==> config.mk <==
export PLATFORM = sky130hd
export DESIGN_NAME = bt_trace_enc
export DESIGN_NICKNAME = d
export VERILOG_FILES = /design/src/rtl/bt_pkg.sv /design/src/rtl/bt_pack.sv /design/src/rtl/bt_byteq.sv /design/src/rtl/bt_span.sv /design/src/rtl/bt_trace_enc.sv
export SDC_FILE = /design/constraint.sdc
export NUM_CORES = 1
export LEC_CHECK = 0
export ABC_AREA = 1
export CORE_MARGIN = 2
export CORE_UTILIZATION = 35
export DETAILED_ROUTE_END_ITERATION = 8
export SLEW_MARGIN = 15
export SYNTH_ARGS = -nofsm -noshare
export SYNTH_HDL_FRONTEND = slang
export SYNTH_SLANG_ARGS = --single-unit
==> constraint.sdc <==
create_clock -name clk -period 3.55 [get_ports clk]
set_input_delay 0.355 -clock clk [delete_from_list [all_inputs] [get_ports clk]]
set_output_delay 0.355 -clock clk [all_outputs]
set_load 0.005 [all_outputs]
==> src/rtl/bt_pkg.sv <==
package bt_pkg;
  typedef enum logic [1:0] {EV_COND = 2'd0, EV_IND = 2'd1, EV_INT = 2'd2} ev_kind_t;
  localparam logic [7:0] HDR_IND   = 8'h01;
  localparam logic [7:0] HDR_INT   = 8'h02;
  localparam logic [7:0] OUTC_MARK = 8'h80;
  localparam int         NBITS     = 6;
endpackage

==> src/rtl/bt_pack.sv <==
module bt_pack
  import bt_pkg::*;
#(
  parameter int IA_W   = 64,
  parameter int ROOT_W = 48,
  parameter int MAXB   = 2 + 2 * (IA_W / 8),
  parameter int CW     = $clog2(MAXB + 1)
) (
  input  logic                clk,
  input  logic                rst,
  input  logic                take,
  input  logic [1:0]          kind,
  input  logic                taken,
  input  logic [IA_W-1:0]     src,
  input  logic [IA_W-1:0]     dst,
  input  logic [ROOT_W-1:0]   root,
  input  logic                filt_en,
  input  logic [ROOT_W-1:0]   match,
  output logic                ld,
  output logic [MAXB*8-1:0]   ld_data,
  output logic [CW-1:0]       ld_cnt
);
  localparam int PW   = (MAXB - 1) * 8;
  localparam int CNTW = $clog2(NBITS + 1);

  logic [NBITS-1:0] acc, nacc;
  logic [CNTW-1:0]  cnt, ncnt;
  logic [PW-1:0]    pay;
  logic [CW-1:0]    pn;
  logic             hit, have;
  logic [7:0]       flush;

  assign hit   = !filt_en || (root == match);
  assign have  = (cnt != '0);
  assign flush = OUTC_MARK | (8'(1) << cnt) | 8'(acc);

  always_comb begin
    nacc    = acc;
    ncnt    = cnt;
    pay     = '0;
    pn      = '0;
    ld_data = '0;
    ld_cnt  = '0;
    if (hit && kind == EV_COND) begin
      nacc = {acc[NBITS-2:0], taken};
      ncnt = cnt + 1'b1;
      if (ncnt == CNTW'(NBITS)) begin
        ld_data[7:0] = OUTC_MARK | (8'(1) << NBITS) | 8'(nacc);
        ld_cnt       = CW'(1);
        nacc         = '0;
        ncnt         = '0;
      end
    end else begin
      nacc = '0;
      ncnt = '0;
      if (hit && kind == EV_IND) begin
        pay[7:0]       = HDR_IND;
        pay[8 +: IA_W] = dst;
        pn             = CW'(1 + IA_W / 8);
      end else if (hit && kind == EV_INT) begin
        pay[7:0]              = HDR_INT;
        pay[8 +: IA_W]        = src;
        pay[8 + IA_W +: IA_W] = dst;
        pn                    = CW'(1 + 2 * (IA_W / 8));
      end
      ld_data = have ? {pay, flush} : {8'h00, pay};
      ld_cnt  = pn + CW'(have);
    end
  end

  assign ld = take && (ld_cnt != '0);

  always_ff @(posedge clk) begin
    if (rst) begin
      acc <= '0;
      cnt <= '0;
    end else if (take) begin
      acc <= nacc;
      cnt <= ncnt;
    end
  end


  pend_lim_chk: assert property (@(posedge clk) disable iff (rst)
    cnt < CNTW'(NBITS));

  flush_clr_chk: assert property (@(posedge clk) disable iff (rst)
    take && kind != EV_COND |=> cnt == '0);
endmodule

==> src/rtl/bt_byteq.sv <==
module bt_byteq #(
  parameter int MAXB = 18,
  parameter int CW   = $clog2(MAXB + 1)
) (
  input  logic              clk,
  input  logic              rst,
  input  logic              ld,
  input  logic [MAXB*8-1:0] ld_data,
  input  logic [CW-1:0]     ld_cnt,
  input  logic              pop,
  output logic              empty,
  output logic [7:0]        head
);
  logic [MAXB*8-1:0] q;
  logic [CW-1:0]     qcnt;

  always_ff @(posedge clk) begin
    if (rst) begin
      q    <= '0;
      qcnt <= '0;
    end else if (ld) begin
      q    <= ld_data;
      qcnt <= ld_cnt;
    end else if (pop) begin
      q    <= q >> 8;
      qcnt <= qcnt - 1'b1;
    end
  end

  assign empty = (qcnt == '0);
  assign head  = q[7:0];


  load_idle_chk: assert property (@(posedge clk) disable iff (rst)
    ld |-> qcnt == '0);

  pop_nonempty_chk: assert property (@(posedge clk) disable iff (rst)
    pop |-> qcnt != '0);
endmodule

==> src/rtl/bt_span.sv <==
module bt_span #(
  parameter int OA_W = 16
) (
  input  logic            clk,
  input  logic            rst,
  input  logic [OA_W-1:0] base,
  input  logic [OA_W-1:0] last,
  input  logic            ring,
  input  logic            fire,
  output logic [OA_W-1:0] ptr,
  output logic            full
);
  always_ff @(posedge clk) begin
    if (rst) begin
      ptr  <= base;
      full <= 1'b0;
    end else if (fire) begin
      if (ptr == last) begin
        if (ring) ptr  <= base;
        else      full <= 1'b1;
      end else begin
        ptr <= ptr + 1'b1;
      end
    end
  end


  wrap_chk: assert property (@(posedge clk) disable iff (rst)
    fire && ring && ptr == last |=> ptr == $past(base));

  in_range_chk: assert property (@(posedge clk) disable iff (rst)
    ptr >= base && ptr <= last);

  full_hold_chk: assert property (@(posedge clk) disable iff (rst)
    full |=> full && $stable(ptr));

  no_write_full_chk: assert property (@(posedge clk) disable iff (rst)
    full |-> !fire);
endmodule

==> src/rtl/bt_trace_enc.sv <==
module bt_trace_enc
  import bt_pkg::*;
#(
  parameter int IA_W   = 64,
  parameter int ROOT_W = 48,
  parameter int OA_W   = 16
) (
  input  logic              clk,
  input  logic              rst,
  input  logic              ev_valid,
  output logic              ev_ready,
  input  logic [1:0]        ev_kind,
  input  logic              ev_taken,
  input  logic [IA_W-1:0]   ev_src,
  input  logic [IA_W-1:0]   ev_dst,
  input  logic [ROOT_W-1:0] ev_root,
  input  logic              cfg_filter_en,
  input  logic [ROOT_W-1:0] cfg_root_match,
  input  logic              cfg_ring,
  input  logic [OA_W-1:0]   cfg_base,
  input  logic [OA_W-1:0]   cfg_last,
  output logic              out_valid,
  input  logic              out_ready,
  output logic [OA_W-1:0]   out_addr,
  output logic [7:0]        out_byte,
  output logic              trace_full
);
  localparam int MAXB = 2 + 2 * (IA_W / 8);
  localparam int CW   = $clog2(MAXB + 1);

  logic              take, ld, q_empty, pop;
  logic [MAXB*8-1:0] ld_data;
  logic [CW-1:0]     ld_cnt;

  assign ev_ready  = q_empty && !trace_full;
  assign take      = ev_valid && ev_ready;
  assign out_valid = !q_empty && !trace_full;
  assign pop       = out_valid && out_ready;

  bt_pack #(.IA_W(IA_W), .ROOT_W(ROOT_W), .MAXB(MAXB), .CW(CW)) u_pack (
    .clk(clk), .rst(rst), .take(take), .kind(ev_kind), .taken(ev_taken),
    .src(ev_src), .dst(ev_dst), .root(ev_root), .filt_en(cfg_filter_en),
    .match(cfg_root_match), .ld(ld), .ld_data(ld_data), .ld_cnt(ld_cnt)
  );

  bt_byteq #(.MAXB(MAXB), .CW(CW)) u_q (
    .clk(clk), .rst(rst), .ld(ld), .ld_data(ld_data), .ld_cnt(ld_cnt),
    .pop(pop), .empty(q_empty), .head(out_byte)
  );

  bt_span #(.OA_W(OA_W)) u_span (
    .clk(clk), .rst(rst), .base(cfg_base), .last(cfg_last), .ring(cfg_ring),
    .fire(pop), .ptr(out_addr), .full(trace_full)
  );


  hold_chk: assert property (@(posedge clk) disable iff (rst)
    out_valid && !out_ready |=> out_valid && $stable(out_byte) && $stable(out_addr));

  stop_quiet_chk: assert property (@(posedge clk) disable iff (rst)
    trace_full |=> !out_valid && !ev_ready);
endmodule

Yosys cells after proc, flatten, opt, wreduce, memory -nomap -nowiden
Cells that the tools add are included.

Bits in registers: 175. Output and inout bits: 27. Word-level logic and storage cells: 63.

Add/subtract/negate cells: 4. Equality and inequality tests: 6. Shift operators: 1. Muxes and demuxes: 24. Bitwise logic cells: 2. Reduce and logical (&&, ||, !) cells: 20.

Operator list (number): 144-bit two-way mux (3); 136-bit two-way mux (2); 72-bit two-way mux (1); 16-bit two-way mux (4); 64-bit two-way mux (1); 48-bit equality test (1); 5-bit two-way mux (6); 16-bit by 1-bit adder with 16-bit output, second input constant (1); 16-bit equality test (1); 8-bit two-way mux (2); 6-bit two-way mux (2); 1-bit logical AND (8); 8-bit by 6-bit bitwise OR with 8-bit output (1); 1-bit by 3-bit << shifter with 7-bit output, first input constant (1); 3-bit two-way mux (2); 5-bit by 1-bit adder with 5-bit output (1); 5-bit zero test (1); 5-bit nonzero test (1); 5-bit by 1-bit subtractor with 5-bit output, second input constant (1); 2-bit nonzero test (2); 3-bit by 1-bit adder with 3-bit output, second input constant (1); 3-bit equality test, second input constant (1); 1-bit zero test (3); 3-bit inequality test, second input constant (1); other kinds (9) (9).

Longest topological paths before layout
Word-level depth: 11. Depth in mapped cells: 22. Depth with buffers taken out: 20.

Hierarchy
From an unflattened synthesis, not the netlist that was laid out.

Cell total of the unflattened synthesis: 1853. Area, all modules: 12007.8 um^2.

Modules (own cells, without submodules): bt_byteq (instances 1, cells each 789, area each 6520.0 um^2, seq. area each 2982.9 um^2); bt_pack (instances 1, cells each 823, area each 3983.8 um^2, seq. area each 180.2 um^2); bt_span (instances 1, cells each 231, area each 1456.4 um^2, seq. area each 500.5 um^2); bt_trace_enc (instances 1, cells each 10, area each 47.5 um^2, seq. area each 0.0 um^2).

Worst setup path before layout
OpenSTA, ideal clock, no wires.

Path type: register -> register. From: reg u_pack.cnt[0]. To: reg u_q.q[57]. Arrival: 2378 ps. Path slack: 1055 ps. Cell stages (with the launch flop): 15. Cell sequence: dfxtp_1 > inv_1 > ha_1 > nand2_1 > clkbuf_1 > clkbuf_1 > ha_1 > nand2_1 > nand2_1 > nand2_2 > nand3_2 > buf_4 > buf_2 > o21ai_0 > nor2_1.

Longest elaborated chain between the ends: 7. Elaborated cells on any way between the ends: 12. Classes of those cells: add/sub: 2; eq/ne: 1; mux: 5; reduce/logical: 4.

Ends and longest elaborated chain: start, declared (RTL line bt_pack.sv:27) `logic [CNTW-1:0] cnt, ncnt;`; start signal, assigned (RTL line bt_pack.sv:79) `cnt <= ncnt;`; 3-bit by 1-bit adder with 3-bit output (RTL line bt_pack.sv:46) `ncnt = cnt + 1'b1;`; 3-bit equality test (RTL line bt_pack.sv:47) `if (ncnt == CNTW'(NBITS)) begin`; 1-bit two-way mux (RTL line bt_pack.sv:47); 5-bit two-way mux (RTL line bt_pack.sv:44) `if (hit && kind == EV_COND) begin`; 5-bit nonzero test (RTL line bt_pack.sv:71) `assign ld = take && (ld_cnt != '0);`; 1-bit logical AND (RTL line bt_pack.sv:71); 144-bit two-way mux or 2-bit nonzero test (tied branches); end signal, assigned (RTL line bt_byteq.sv:22) `q <= ld_data;`; end signal, assigned (RTL line bt_byteq.sv:25) `q <= q >> 8;`; end, declared (RTL line bt_byteq.sv:14) `logic [MAXB*8-1:0] q;`.

Parallel ways exist; a longest one is shown, timed or not. A chain may end at the register's enable or synchronous reset.

Final worst setup path
From: in ev_root[20]. To: reg u_q.q[71].

Longest elaborated chain between the ends: 11. Elaborated cells on any way between the ends: 18. Classes of those cells: add/sub: 1; eq/ne: 1; mux: 9; reduce/logical: 7.

Ends and longest elaborated chain: start, declared (RTL line bt_trace_enc.sv:16) `input logic [ROOT_W-1:0] ev_root,`; 48-bit equality test (*) (RTL line bt_pack.sv:33) `assign hit = !filt_en || (root == match);`; 1-bit logical OR (*) (RTL line bt_pack.sv:33); 1-bit logical AND (RTL line bt_pack.sv:60) `end else if (hit && kind == EV_INT) begin`; 5-bit two-way mux (RTL line bt_pack.sv:60); 5-bit two-way mux (RTL line bt_pack.sv:56) `if (hit && kind == EV_IND) begin`; 5-bit two-way mux (RTL line bt_pack.sv:44); 5-bit by 1-bit adder with 5-bit output (RTL line bt_pack.sv:67) `ld_cnt = pn + CW'(have);`; 5-bit two-way mux (RTL line bt_pack.sv:44); 5-bit nonzero test (RTL line bt_pack.sv:71); 1-bit logical AND (RTL line bt_pack.sv:71); 144-bit two-way mux or 2-bit nonzero test (tied branches).

Mark *: on every way between the ends. The rest lies on a longest branch, timed or not. The select of a mux whose other input is x is not followed.

==> reports/results.ini <==
[logic_synthesis]
avgSynthCellArea_um2=5.794
yosys-top-cells-count=nand2_1 (634), nor2_1 (295), inv_1 (284), o21ai_0 (235), dfxtp_1 (159)
yosys.area.top_type_share_pct=24.59
synth_nets=2508
synth_top_flop_cell=dfxtp_1
synth_top_area_cell=dfxtp_1
synth_most_common_cell=nand2_1
syn_inst=2234
ys_top_cells_by_area=dfxtp_1 (25%), nand2_1 (18%), o21ai_0 (9.1%)
yosysUniqueCellTypes=34
synth_seq_cells=175
async_reset_ff_share_pct=0
ys_seq_area_share_pct=28.30
yosysWarnings=0
synth_edf_count=16
syn-cell-area_mm2=0.01294

[floorplan]
die_x_um=196.3
dieArea_mm2=0.03854
pin_count=292
start_util_pct=35.44
die_h_um=196.3
core.rowCount=70
core_area_mm2=0.03652

[sta]
fmax_mhz=337.1
fin_setup_tns_ns=0
clock_skew_ns=0.01375
finalHoldViolations=0
setup_viol=0
period_share_pct=83.58
worstMarginPinSlew_ns=0.7884
rsz0062_at_grt=false
max_slew_margin_pct=46.89
maxSlewViolCount=0
period_needed_ns=2.967

[pwr]
powerDensity_mw_per_mm2=543.1
p_leak_uw=0.007790
peakVddDrop_mv=0.3570

[place]
gp_congestion=0.9394
io_buffer_count=291
postPlaceCellArea_mm2=0.01621
placedCellCount=2883
dp_hpwl_um=36240

[routing]
via_count=14690
firstDrtPassIters=6
route.detailed.drc=0
ant_nets=0
routed_via_density=5.038
routed_wl_um=50000
drt_iter0_drc=1415
drt-wirelength-per-cell_um=17.15

[cells_and_area]
fin_cells=2915
syn_to_final_growth_pct=29.91
fin_nets=2708
insertedDiodeCount=0
fill_cells=3830
drive_gt1_share_pct=5.721
design_area_mm2=0.01681

[cts]
hold_buffers=0
cts_buffers=17
post_cts_resized=0
clock-sinks=175
cts_tree=yes
ctsRootBufferMaster=clkbuf_16
clock_latency_ns=0.45
htree_levels=4
cts.path.max_buffers=2
post-cts-setup-buffers=0
path_clk_slew_ns=0.07

[grt]
track_usage_pct=25.74
grt_pass1_vias=13890
grt_pass1_wl_um=77710
overflow=0
antenna_found_initial=1
grt_max_degree=91

[outcome]
status=finished, final reports clean

[worst_hold_path]
hold_path_class=flip-flop to flip-flop

[setup_path]
start_kind=input pin
crit_arrival_ns=3.35
criticalPathCategory=input pin to flip-flop
path_max_fanout=49
worstPathRequired_ns=3.93
critPathCaptureType=flip-flop

[flow_run]
max-cap-violations=0

state kept, by name, indices dropped and copies added (netlist names):
name,count
u_pack.acc,6
u_span.full,1
u_pack.cnt,3
u_q.q,144
u_span.ptr,16
u_q.qcnt,5
final timing paths:
| kind | from | endpoint | slack (ns) | depth (start not counted) |
|---|---|---|---|---|
| worst max-delay path | ev_root[20] | u_q.q[71]$_SDFFE_PP0P_ | 0.58 | 18 |
| worst min register to register | u_q.q[136]$_SDFFE_PP0P_ | u_q.q[136]$_SDFFE_PP0P_ | 0.46 | 2 |
| worst min-delay path | u_q.q[136]$_SDFFE_PP0P_ | u_q.q[136]$_SDFFE_PP0P_ | 0.46 | 2 |
| worst max register to register | u_pack.cnt[0]$_SDFFE_PP0P_ | u_q.q[114]$_SDFFE_PP0P_ | 0.86 | 12 |
cell families after synthesis:
family,Yosys count,share of synthesized area (%)
xor+xnor,67,4.534
buf+inv,484,15.77
mux,2,0.1547
fa+ha+maj,9,0.8700
compound gates,365,15.02
flops,175,28.30
simple gates,1132,35.35
routing by layer:
metal / routed length (um) / GRT usage [%] / part of all wire [%] / vias up
met2: 22210 / 40.79 / 44 / 599
li1: - / - / - / 7282
met3: 3927 / 5.123 / 7.9 / 69
met1: 22850 / 35.80 / 46 / 6734
met4: 1008 / 6.285 / 2.0 / 2
met5: 10 / 0 / 0.020 / -
worst max-delay path: stages:
cell and delay (ns):
clkdlybuf4s50_1 0.52, xnor2_1 0.14, nand2_1 0.07, nor2_1 0.29, nand2_1 0.09, nor2_1 0.11
nand3_1 0.09, nand2_2 0.16, buf_12 0.16, nand2_2 0.07, buf_12 0.18, o21ai_0 0.65
nand2_1 0.11, nand2_1 0.10, nand2_1 0.05, nand2_1 0.06, nor2_1 0.04, nor2_1 0.08
stage by stage:
step           total power (uW)  util (%)  hold WS, ns  worst slack (ns)
5_1_grt                    9736     46.04       0.4942            0.4087
4_1_cts                    9102     46.04       0.4642            0.6599
6_report                   9133     46.04       0.4640            0.5831
3_5_place_dp               7103     44.40       0.4533            0.2161
2_1_floorplan              5578         -       0.4401             1.055
3_3_place_gp               7071     44.40       0.4492            0.1949
cells in the final DEF (no fill, tap or decap), types with 27 or more instances in the layout:
master / netlist / layout
inv_1: 284 / 282
nand2_1: 634 / 632
o21ai_0: 235 / 235
a21oi_1: 52 / 52
nor2_1: 295 / 294
xnor2_1: 58 / 58
dfxtp_1: 159 / 159
clkinv_1: 27 / 27
clkdlybuf4s50_1: 0 / 290
o21ai_1: 46 / 46
nand3_1: 137 / 137
a21oi_2: 30 / 30
nand4_1: 36 / 36
where the power goes:
group	total [uW]	switching [uW]	internal, uW
clock network	2010	944	1060
registers	2660	258	2400
logic	4470	2750	1710
total	9130	3960	5180
final cells by class:
cell class	instances	area (um^2)	share of cell area [%]
multi-input cells	1575	7278	43.28
well taps	468	585.6	3.482
flip-flops and latches	175	3664	21.79
inverters	332	1251	7.441
clock buffers	17	425.4	2.530
repair buffers	333	3436	20.43
clock inverters	15	175.2	1.042
Note: power is estimated with default switching activity, not from simulation.
